File: src/rtl/bcd_adj_pkg.sv
package bcd_adj_pkg;

  typedef enum logic [1:0] {
    OP_ADD_ADJ = 2'd0,
    OP_SUB_ADJ = 2'd1,
    OP_SEXT    = 2'd2,
    OP_RSVD    = 2'd3
  } adj_op_e;

  localparam int NUM_FLAGS = 9;
  localparam int FLG_CF = 0;
  localparam int FLG_PF = 1;
  localparam int FLG_AF = 2;
  localparam int FLG_ZF = 3;
  localparam int FLG_SF = 4;
  localparam int FLG_TF = 5;
  localparam int FLG_IF = 6;
  localparam int FLG_DF = 7;
  localparam int FLG_OF = 8;

  localparam logic [NUM_FLAGS-1:0] ADJ_WE =
      NUM_FLAGS'((1 << FLG_CF) | (1 << FLG_PF) | (1 << FLG_AF) |
                 (1 << FLG_ZF) | (1 << FLG_SF));

endpackage

File: src/rtl/bcd_fix_step.sv
// One correction step: a range test plus a conditional add or subtract of a constant.
module bcd_fix_step #(
  parameter int DATA_W   = 8,
  parameter int LIMIT    = 9,
  parameter int FIX      = 6,
  parameter bit NIB_TEST = 1'b1
) (
  input  logic [DATA_W-1:0] val_i,
  input  logic              sub_i,
  input  logic              force_i,
  output logic [DATA_W-1:0] val_o,
  output logic              hit_o
);
  localparam int NIB_W = DATA_W / 2;
  localparam logic [DATA_W-1:0] FIX_V = DATA_W'(FIX);

  logic over;

  generate
    if (NIB_TEST) begin : g_nib
      assign over = (val_i[NIB_W-1:0] > NIB_W'(LIMIT));
    end else begin : g_full
      assign over = (val_i > DATA_W'(LIMIT));
    end
  endgenerate

  assign hit_o = force_i | over;

  always_comb begin
    if (!hit_o)     val_o = val_i;
    else if (sub_i) val_o = val_i - FIX_V;
    else            val_o = val_i + FIX_V;
  end
endmodule

File: src/rtl/bcd_flag_gen.sv
module bcd_flag_gen #(
  parameter int DATA_W = 8
) (
  input  logic [DATA_W-1:0] val_i,
  output logic              sf_o,
  output logic              zf_o,
  output logic              pf_o
);
  assign sf_o = val_i[DATA_W-1];
  assign zf_o = (val_i == '0);
  assign pf_o = ~^val_i;
endmodule

File: src/rtl/bcd_adj_core.sv
module bcd_adj_core
  import bcd_adj_pkg::*;
#(
  parameter int DATA_W = 8,
  parameter int WORD_W = 16
) (
  input  adj_op_e               op_i,
  input  logic [DATA_W-1:0]     byte_i,
  input  logic [WORD_W-1:0]     word_i,
  input  logic                  af_i,
  input  logic                  cf_i,
  output logic [DATA_W-1:0]     byte_o,
  output logic [WORD_W-1:0]     ext_o,
  output logic                  af_o,
  output logic                  cf_o,
  output logic [NUM_FLAGS-1:0]  we_o,
  output logic                  of_undef_o
);
  localparam int NIB_W  = DATA_W / 2;
  localparam int LO_LIM = 9;
  localparam int HI_LIM = (10 << NIB_W) - 1;
  localparam int LO_FIX = 6;
  localparam int HI_FIX = 6 << NIB_W;

  logic              is_adj, is_sub;
  logic [DATA_W-1:0] lo_val, hi_val;
  logic              lo_hit, hi_hit;

  assign is_adj = (op_i == OP_ADD_ADJ) || (op_i == OP_SUB_ADJ);
  assign is_sub = (op_i == OP_SUB_ADJ);

  bcd_fix_step #(.DATA_W(DATA_W), .LIMIT(LO_LIM), .FIX(LO_FIX), .NIB_TEST(1'b1)) u_lo (
    .val_i(byte_i), .sub_i(is_sub), .force_i(af_i), .val_o(lo_val), .hit_o(lo_hit)
  );

  // high test sees the byte after the low step
  bcd_fix_step #(.DATA_W(DATA_W), .LIMIT(HI_LIM), .FIX(HI_FIX), .NIB_TEST(1'b0)) u_hi (
    .val_i(lo_val), .sub_i(is_sub), .force_i(cf_i), .val_o(hi_val), .hit_o(hi_hit)
  );

  assign ext_o = (op_i == OP_SEXT && word_i[WORD_W-1]) ? {WORD_W{1'b1}} : {WORD_W{1'b0}};

  always_comb begin
    if (is_adj) begin
      byte_o     = hi_val;
      af_o       = lo_hit;
      cf_o       = hi_hit;
      we_o       = ADJ_WE;
      of_undef_o = 1'b1;
    end else begin
      byte_o     = byte_i;
      af_o       = 1'b0;
      cf_o       = 1'b0;
      we_o       = '0;
      of_undef_o = 1'b0;
    end
  end
endmodule

File: src/rtl/bcd_adjust_unit.sv
module bcd_adjust_unit
  import bcd_adj_pkg::*;
#(
  parameter int DATA_W = 8,
  parameter int WORD_W = 16
) (
  input  logic                 clk_i,
  input  logic                 rst_ni,
  input  logic                 in_valid_i,
  output logic                 in_ready_o,
  input  logic [1:0]           op_i,
  input  logic [DATA_W-1:0]    byte_i,
  input  logic [WORD_W-1:0]    word_i,
  input  logic                 af_i,
  input  logic                 cf_i,
  output logic                 out_valid_o,
  input  logic                 out_ready_i,
  output logic [DATA_W-1:0]    byte_o,
  output logic [WORD_W-1:0]    ext_o,
  output logic                 cf_o,
  output logic                 af_o,
  output logic                 sf_o,
  output logic                 zf_o,
  output logic                 pf_o,
  output logic [NUM_FLAGS-1:0] flag_we_o,
  output logic                 of_undef_o
);
  logic [DATA_W-1:0]    c_byte;
  logic [WORD_W-1:0]    c_ext;
  logic                 c_af, c_cf, c_sf, c_zf, c_pf, c_ofu;
  logic [NUM_FLAGS-1:0] c_we;
  logic                 in_fire;

  bcd_adj_core #(.DATA_W(DATA_W), .WORD_W(WORD_W)) u_core (
    .op_i      (adj_op_e'(op_i)),
    .byte_i    (byte_i),
    .word_i    (word_i),
    .af_i      (af_i),
    .cf_i      (cf_i),
    .byte_o    (c_byte),
    .ext_o     (c_ext),
    .af_o      (c_af),
    .cf_o      (c_cf),
    .we_o      (c_we),
    .of_undef_o(c_ofu)
  );

  bcd_flag_gen #(.DATA_W(DATA_W)) u_flags (
    .val_i(c_byte), .sf_o(c_sf), .zf_o(c_zf), .pf_o(c_pf)
  );

  assign in_ready_o = !out_valid_o || out_ready_i;
  assign in_fire    = in_valid_i && in_ready_o;

  always_ff @(posedge clk_i or negedge rst_ni) begin
    if (!rst_ni) begin
      out_valid_o <= 1'b0;
      byte_o      <= '0;
      ext_o       <= '0;
      cf_o        <= 1'b0;
      af_o        <= 1'b0;
      sf_o        <= 1'b0;
      zf_o        <= 1'b0;
      pf_o        <= 1'b0;
      flag_we_o   <= '0;
      of_undef_o  <= 1'b0;
    end else begin
      if (in_fire) begin
        byte_o     <= c_byte;
        ext_o      <= c_ext;
        cf_o       <= c_cf;
        af_o       <= c_af;
        sf_o       <= c_sf;
        zf_o       <= c_zf;
        pf_o       <= c_pf;
        flag_we_o  <= c_we;
        of_undef_o <= c_ofu;
      end
      if (in_fire)          out_valid_o <= 1'b1;
      else if (out_ready_i) out_valid_o <= 1'b0;
    end
  end


  accept_to_valid_chk: assert property (@(posedge clk_i) disable iff (!rst_ni)
    in_fire |=> out_valid_o);


  hold_stable_chk: assert property (@(posedge clk_i) disable iff (!rst_ni)
    (out_valid_o && !out_ready_i) |=>
      (out_valid_o && $stable(byte_o) && $stable(ext_o) && $stable(flag_we_o) && $stable(cf_o)));


  sext_word_chk: assert property (@(posedge clk_i) disable iff (!rst_ni)
    (in_fire && op_i == OP_SEXT) |=> (ext_o == {WORD_W{$past(word_i[WORD_W-1])}}));


  add_cf_force_chk: assert property (@(posedge clk_i) disable iff (!rst_ni)
    (in_fire && op_i == OP_ADD_ADJ && cf_i) |=> cf_o);


  af_force_chk: assert property (@(posedge clk_i) disable iff (!rst_ni)
    (in_fire && op_i != OP_SEXT && op_i != OP_RSVD && af_i) |=> af_o);


  mask_shape_chk: assert property (@(posedge clk_i) disable iff (!rst_ni)
    out_valid_o |-> ((flag_we_o == ADJ_WE && of_undef_o) || (flag_we_o == '0 && !of_undef_o)));
endmodule

File: config.mk
export PLATFORM = sky130hd
export DESIGN_NAME = bcd_adjust_unit
export DESIGN_NICKNAME = d
export VERILOG_FILES = /design/src/rtl/bcd_adj_pkg.sv /design/src/rtl/bcd_fix_step.sv /design/src/rtl/bcd_flag_gen.sv /design/src/rtl/bcd_adj_core.sv /design/src/rtl/bcd_adjust_unit.sv
export SDC_FILE = /design/constraint.sdc
export NUM_CORES = 1
export LEC_CHECK = 0
export ABC_AREA = 1
export BUFFER_PORTS_ARGS = -buffer_cell sky130_fd_sc_hd__buf_2
export CORE_ASPECT_RATIO = 0.7
export CORE_MARGIN = 2
export CORE_UTILIZATION = 42
export CTS_CLUSTER_DIAMETER = 60
export DETAILED_ROUTE_END_ITERATION = 10
export HOLD_SLACK_MARGIN = 0.15
export MAX_ROUTING_LAYER = met4
export PLACE_DENSITY_LB_ADDON = 0.2
export SETUP_SLACK_MARGIN = 0.15
export SYNTH_ARGS = -nofsm -noshare
export SYNTH_HDL_FRONTEND = slang
export SYNTH_SLANG_ARGS = --single-unit
export TNS_END_PERCENT = 20
File: constraint.sdc
create_clock -name clk_i -period 0.9 [get_ports clk_i]
set_input_delay 0.045 -clock clk_i [delete_from_list [all_inputs] [get_ports clk_i]]
set_output_delay 0.045 -clock clk_i [all_outputs]
set_load 0.03 [all_outputs]
==> flow_summary.json <==
{
  "critical-path-max-stage-delay_ns": 0.26,
  "max_cap_viol_count": 0,
  "hold_violations": 0,
  "crit_fanout": 3,
  "ys_warn_count": 0,
  "dieWidth_um": 74.7,
  "vias_per_cell": 4.81,
  "leakage_uw": 0.00145,
  "antenna_found_initial": 0,
  "yosysSeqAreaShare_pct": 25.6,
  "wire_per_inst_um": 14.2,
  "synth-xor-area-share_pct": 4.77,
  "synthFlopType": "dfrtp_1",
  "worst_hold_path.endpoint": "ext_o[14]",
  "finalCritPeriodShare_pct": 285,
  "drt_wl_total_um": 5100,
  "cp-start-kind": "input port",
  "dpl_cell_area_mm2": 0.00195,
  "dp_hpwl_um": 2810,
  "cpMaxStageDelayCell": "ha_4",
  "clock_latency_ns": 0.25,
  "drc": 0,
  "slew_violations": 0,
  "dr.pass1.iters": 5,
  "yosys.area_share.simple_pct": 35.6,
  "postSynthCellCount": 209,
  "drt_iter0_drc": 92,
  "synth_area_per_cell_um2": 7.02,
  "dp.cells": 326,
  "syn2layout_area_growth_pct": 79.4,
  "period_needed_ns": 2.57,
  "layout.nets": 351,
  "setup_viol": 36,
  "status": "finished with violations",
  "rows": 17,
  "postRouteAntennaNets": 0,
  "grt_pass1_vias": 1408,
  "skew_ns": 0.00249,
  "seq_area_um2": 378,
  "synth_cell_types": 25,
  "dieHeight_um": 53.5,
  "htree_levels": 1,
  "stdcell_area_mm2": 0.00263,
  "die_area_mm2": 0.00399,
  "multi_input_comb_area_mm2": 0.00100,
  "r2r_slack_ns": -0.10,
  "clk_pin_slew_ns": 0.06,
  "crit_top_cell": "nand2_2",
  "overflow": 0,
  "synth_top_area_share_pct": 25.6,
  "grt_pass1_wl_um": 6160,
  "clkSinkCount": 15,
  "violations": "setup timing",
  "fmax_ghz": 0.389,
  "nFillCells": 201,
  "synth_edf_count": 0,
  "num_vias": 1723,
  "fin_tns_setup_ns": -12.12,
  "drive_gt1_share_pct": 61.1,
  "min_from": "op_i[0]",
  "async_reset_ff_share_pct": 100,
  "final_cells": 358,
  "ys_seq_elements": 15,
  "netlist_area_mm2": 0.00147,
  "synthMuxAreaShare_pct": 0.682,
  "antenna_cells": 0,
  "r2r_cells": 6,
  "synthAdderAreaFrac_pct": 6.48,
  "place.gp.congestion": 0.850,
  "yosys-top-cells-area": "dfrtp_1 (26%), nand2_1 (18%), buf_4 (13%)",
  "final_util_pct": 81.4,
  "cp.arrival_ns": 2.70,
  "grt_max_degree": 18,
  "holdPathStages": 4,
  "hold_class": "in2reg",
  "cts_tree": "yes",
  "portBuffers": 53,
  "max-vdd-ir-drop_v": 0.00139,
  "core_area_mm2": 0.00323,
  "worstSetupPathType": "in2reg",
  "start_util_pct": 45.4,
  "required_ns": 1.04,
  "crit_path_end_kind": "flip-flop",
  "setup_slack_ns": -1.67,
  "finalPower_uw": 3910,
  "ios": 73,
  "reg2reg_to": "byte_o[7]",
  "grt.total_usage_pct": 20.8,
  "cts_max_path_buffers": 2,
  "synth_area_leader_cell": "dfrtp_1",
  "synth_top_family_by_area": "simple AND/OR/NAND/NOR gates",
  "synth_compound_area_share_pct": 5.80,
  "cts_root_buf": "clkbuf_8",
  "worstReg2RegStart": "out_valid_o",
  "cts-buffers-inserted": 3,
  "rsz0062_at_grt": "yes",
  "power.density_mw_per_mm2": 1490
}
[cells in the mapped netlist (3+ instances only)]
master,n
nand2_1,69
xor2_1,4
xnor2_1,4
ha_1,6
nand2_4,3
inv_1,22
dfrtp_1,15
nand3_2,7
o21ai_0,14
nand3_1,13
buf_4,26
nand2_2,9
nor2_1,4
[worst max-delay path by stage]
stage               startpoint    to  slack, ns  cells after the start
floorplan              op_i[1]  pf_o      -1.66                     27
global placement       op_i[1]  pf_o      -1.80                     24
detailed placement     op_i[1]  pf_o      -1.87                     24
CTS                    op_i[1]  pf_o      -1.50                     26
global route           op_i[1]  pf_o      -1.86                     27
finish                 op_i[1]  pf_o      -1.67                     27
[stage by stage]
step	hold WS [ns]	worst slack [ns]
2_1_floorplan	-0.251	-1.66
3_3_place_gp	-0.0360	-1.80
3_5_place_dp	-0.0372	-1.87
4_1_cts	0.151	-1.50
5_1_grt	0.155	-1.86
6_report	0.134	-1.67
[routing by layer]
layer | track usage, % | vias up | wire length, um
met1 | 28.8 | 826 | 2180
met3 | 4.00 | 8 | 241
met4 | 1.49 | 0 | 72
met5 | - | - | 0
li1 | - | 828 | -
met2 | 33.2 | 61 | 2610
[layout make-up]
class,count,area share [%]
clock buffers,4,1.71
inverters,24,4.13
multi-input cells,144,38.2
flip-flops and latches,15,14.4
well taps,47,2.23
repair buffers,124,39.4
[critical path, delay by kind of cell]
kind / cells / cell delay (ns)
xor+xnor: 3 / 0.44
compound gates: 1 / 0.07
fa+ha+maj: 3 / 0.69
buf+inv: 4 / 0.28
simple gates: 16 / 1.18
[sequential cells by signal, summed over array words and instances (netlist names)]
signal and count:
af_o 1, byte_o 8, flag_we_o 1, out_valid_o 1, ext_o 1, cf_o 1, pf_o 1, zf_o 1
[what timing repair did]
action | 4_1_cts | 5_1_grt
hold buffers | 3 | 0
pin swaps | 19 | 23
setup buffers | 10 | 13
cloned | 2 | 0
gates resized for setup | 73 | 62
setup endpoints to repair | 52 | 52
hold endpoints to repair | 17 | 0
[power by group]
part / switching (uW) / total (uW) / leakage [uW] / internal [uW]
Clock: 229 / 542 / 0.0000228 / 313
Sequential: 109 / 900 / 0.000183 / 792
Combinational: 1330 / 2470 / 0.00124 / 1130
[logic make-up after synthesis]
logic type,Yosys count
xor gates and xnor gates,8
AOI/OAI and AO/OA,16
DFF,15
muxes,1
adders and majority gates,7
and+or+nand+nor,108
buffers and inverters,53
other,1
[layout by cell type, fill, tap and decap left out, types with 2 or more instances in the layout]
cell            n
nand2_1        55
buf_4          43
buf_6          43
buf_2          33
nand2_2        18
inv_1          16
nand3_2        14
dfrtp_1        13
o21ai_1         8
nand2_4         7
inv_2           6
nand3_1         5
xor2_1          4
o21ai_2         4
conb_1          4
nor2_4          3
xnor2_2         3
ha_1            3
clkbuf_8        3
dlygate4sd3_1   3
o21ai_0         2
nor2_1          2
ha_4            2
dfrtp_2         2
Note: power is estimated with default switching activity, not from simulation.
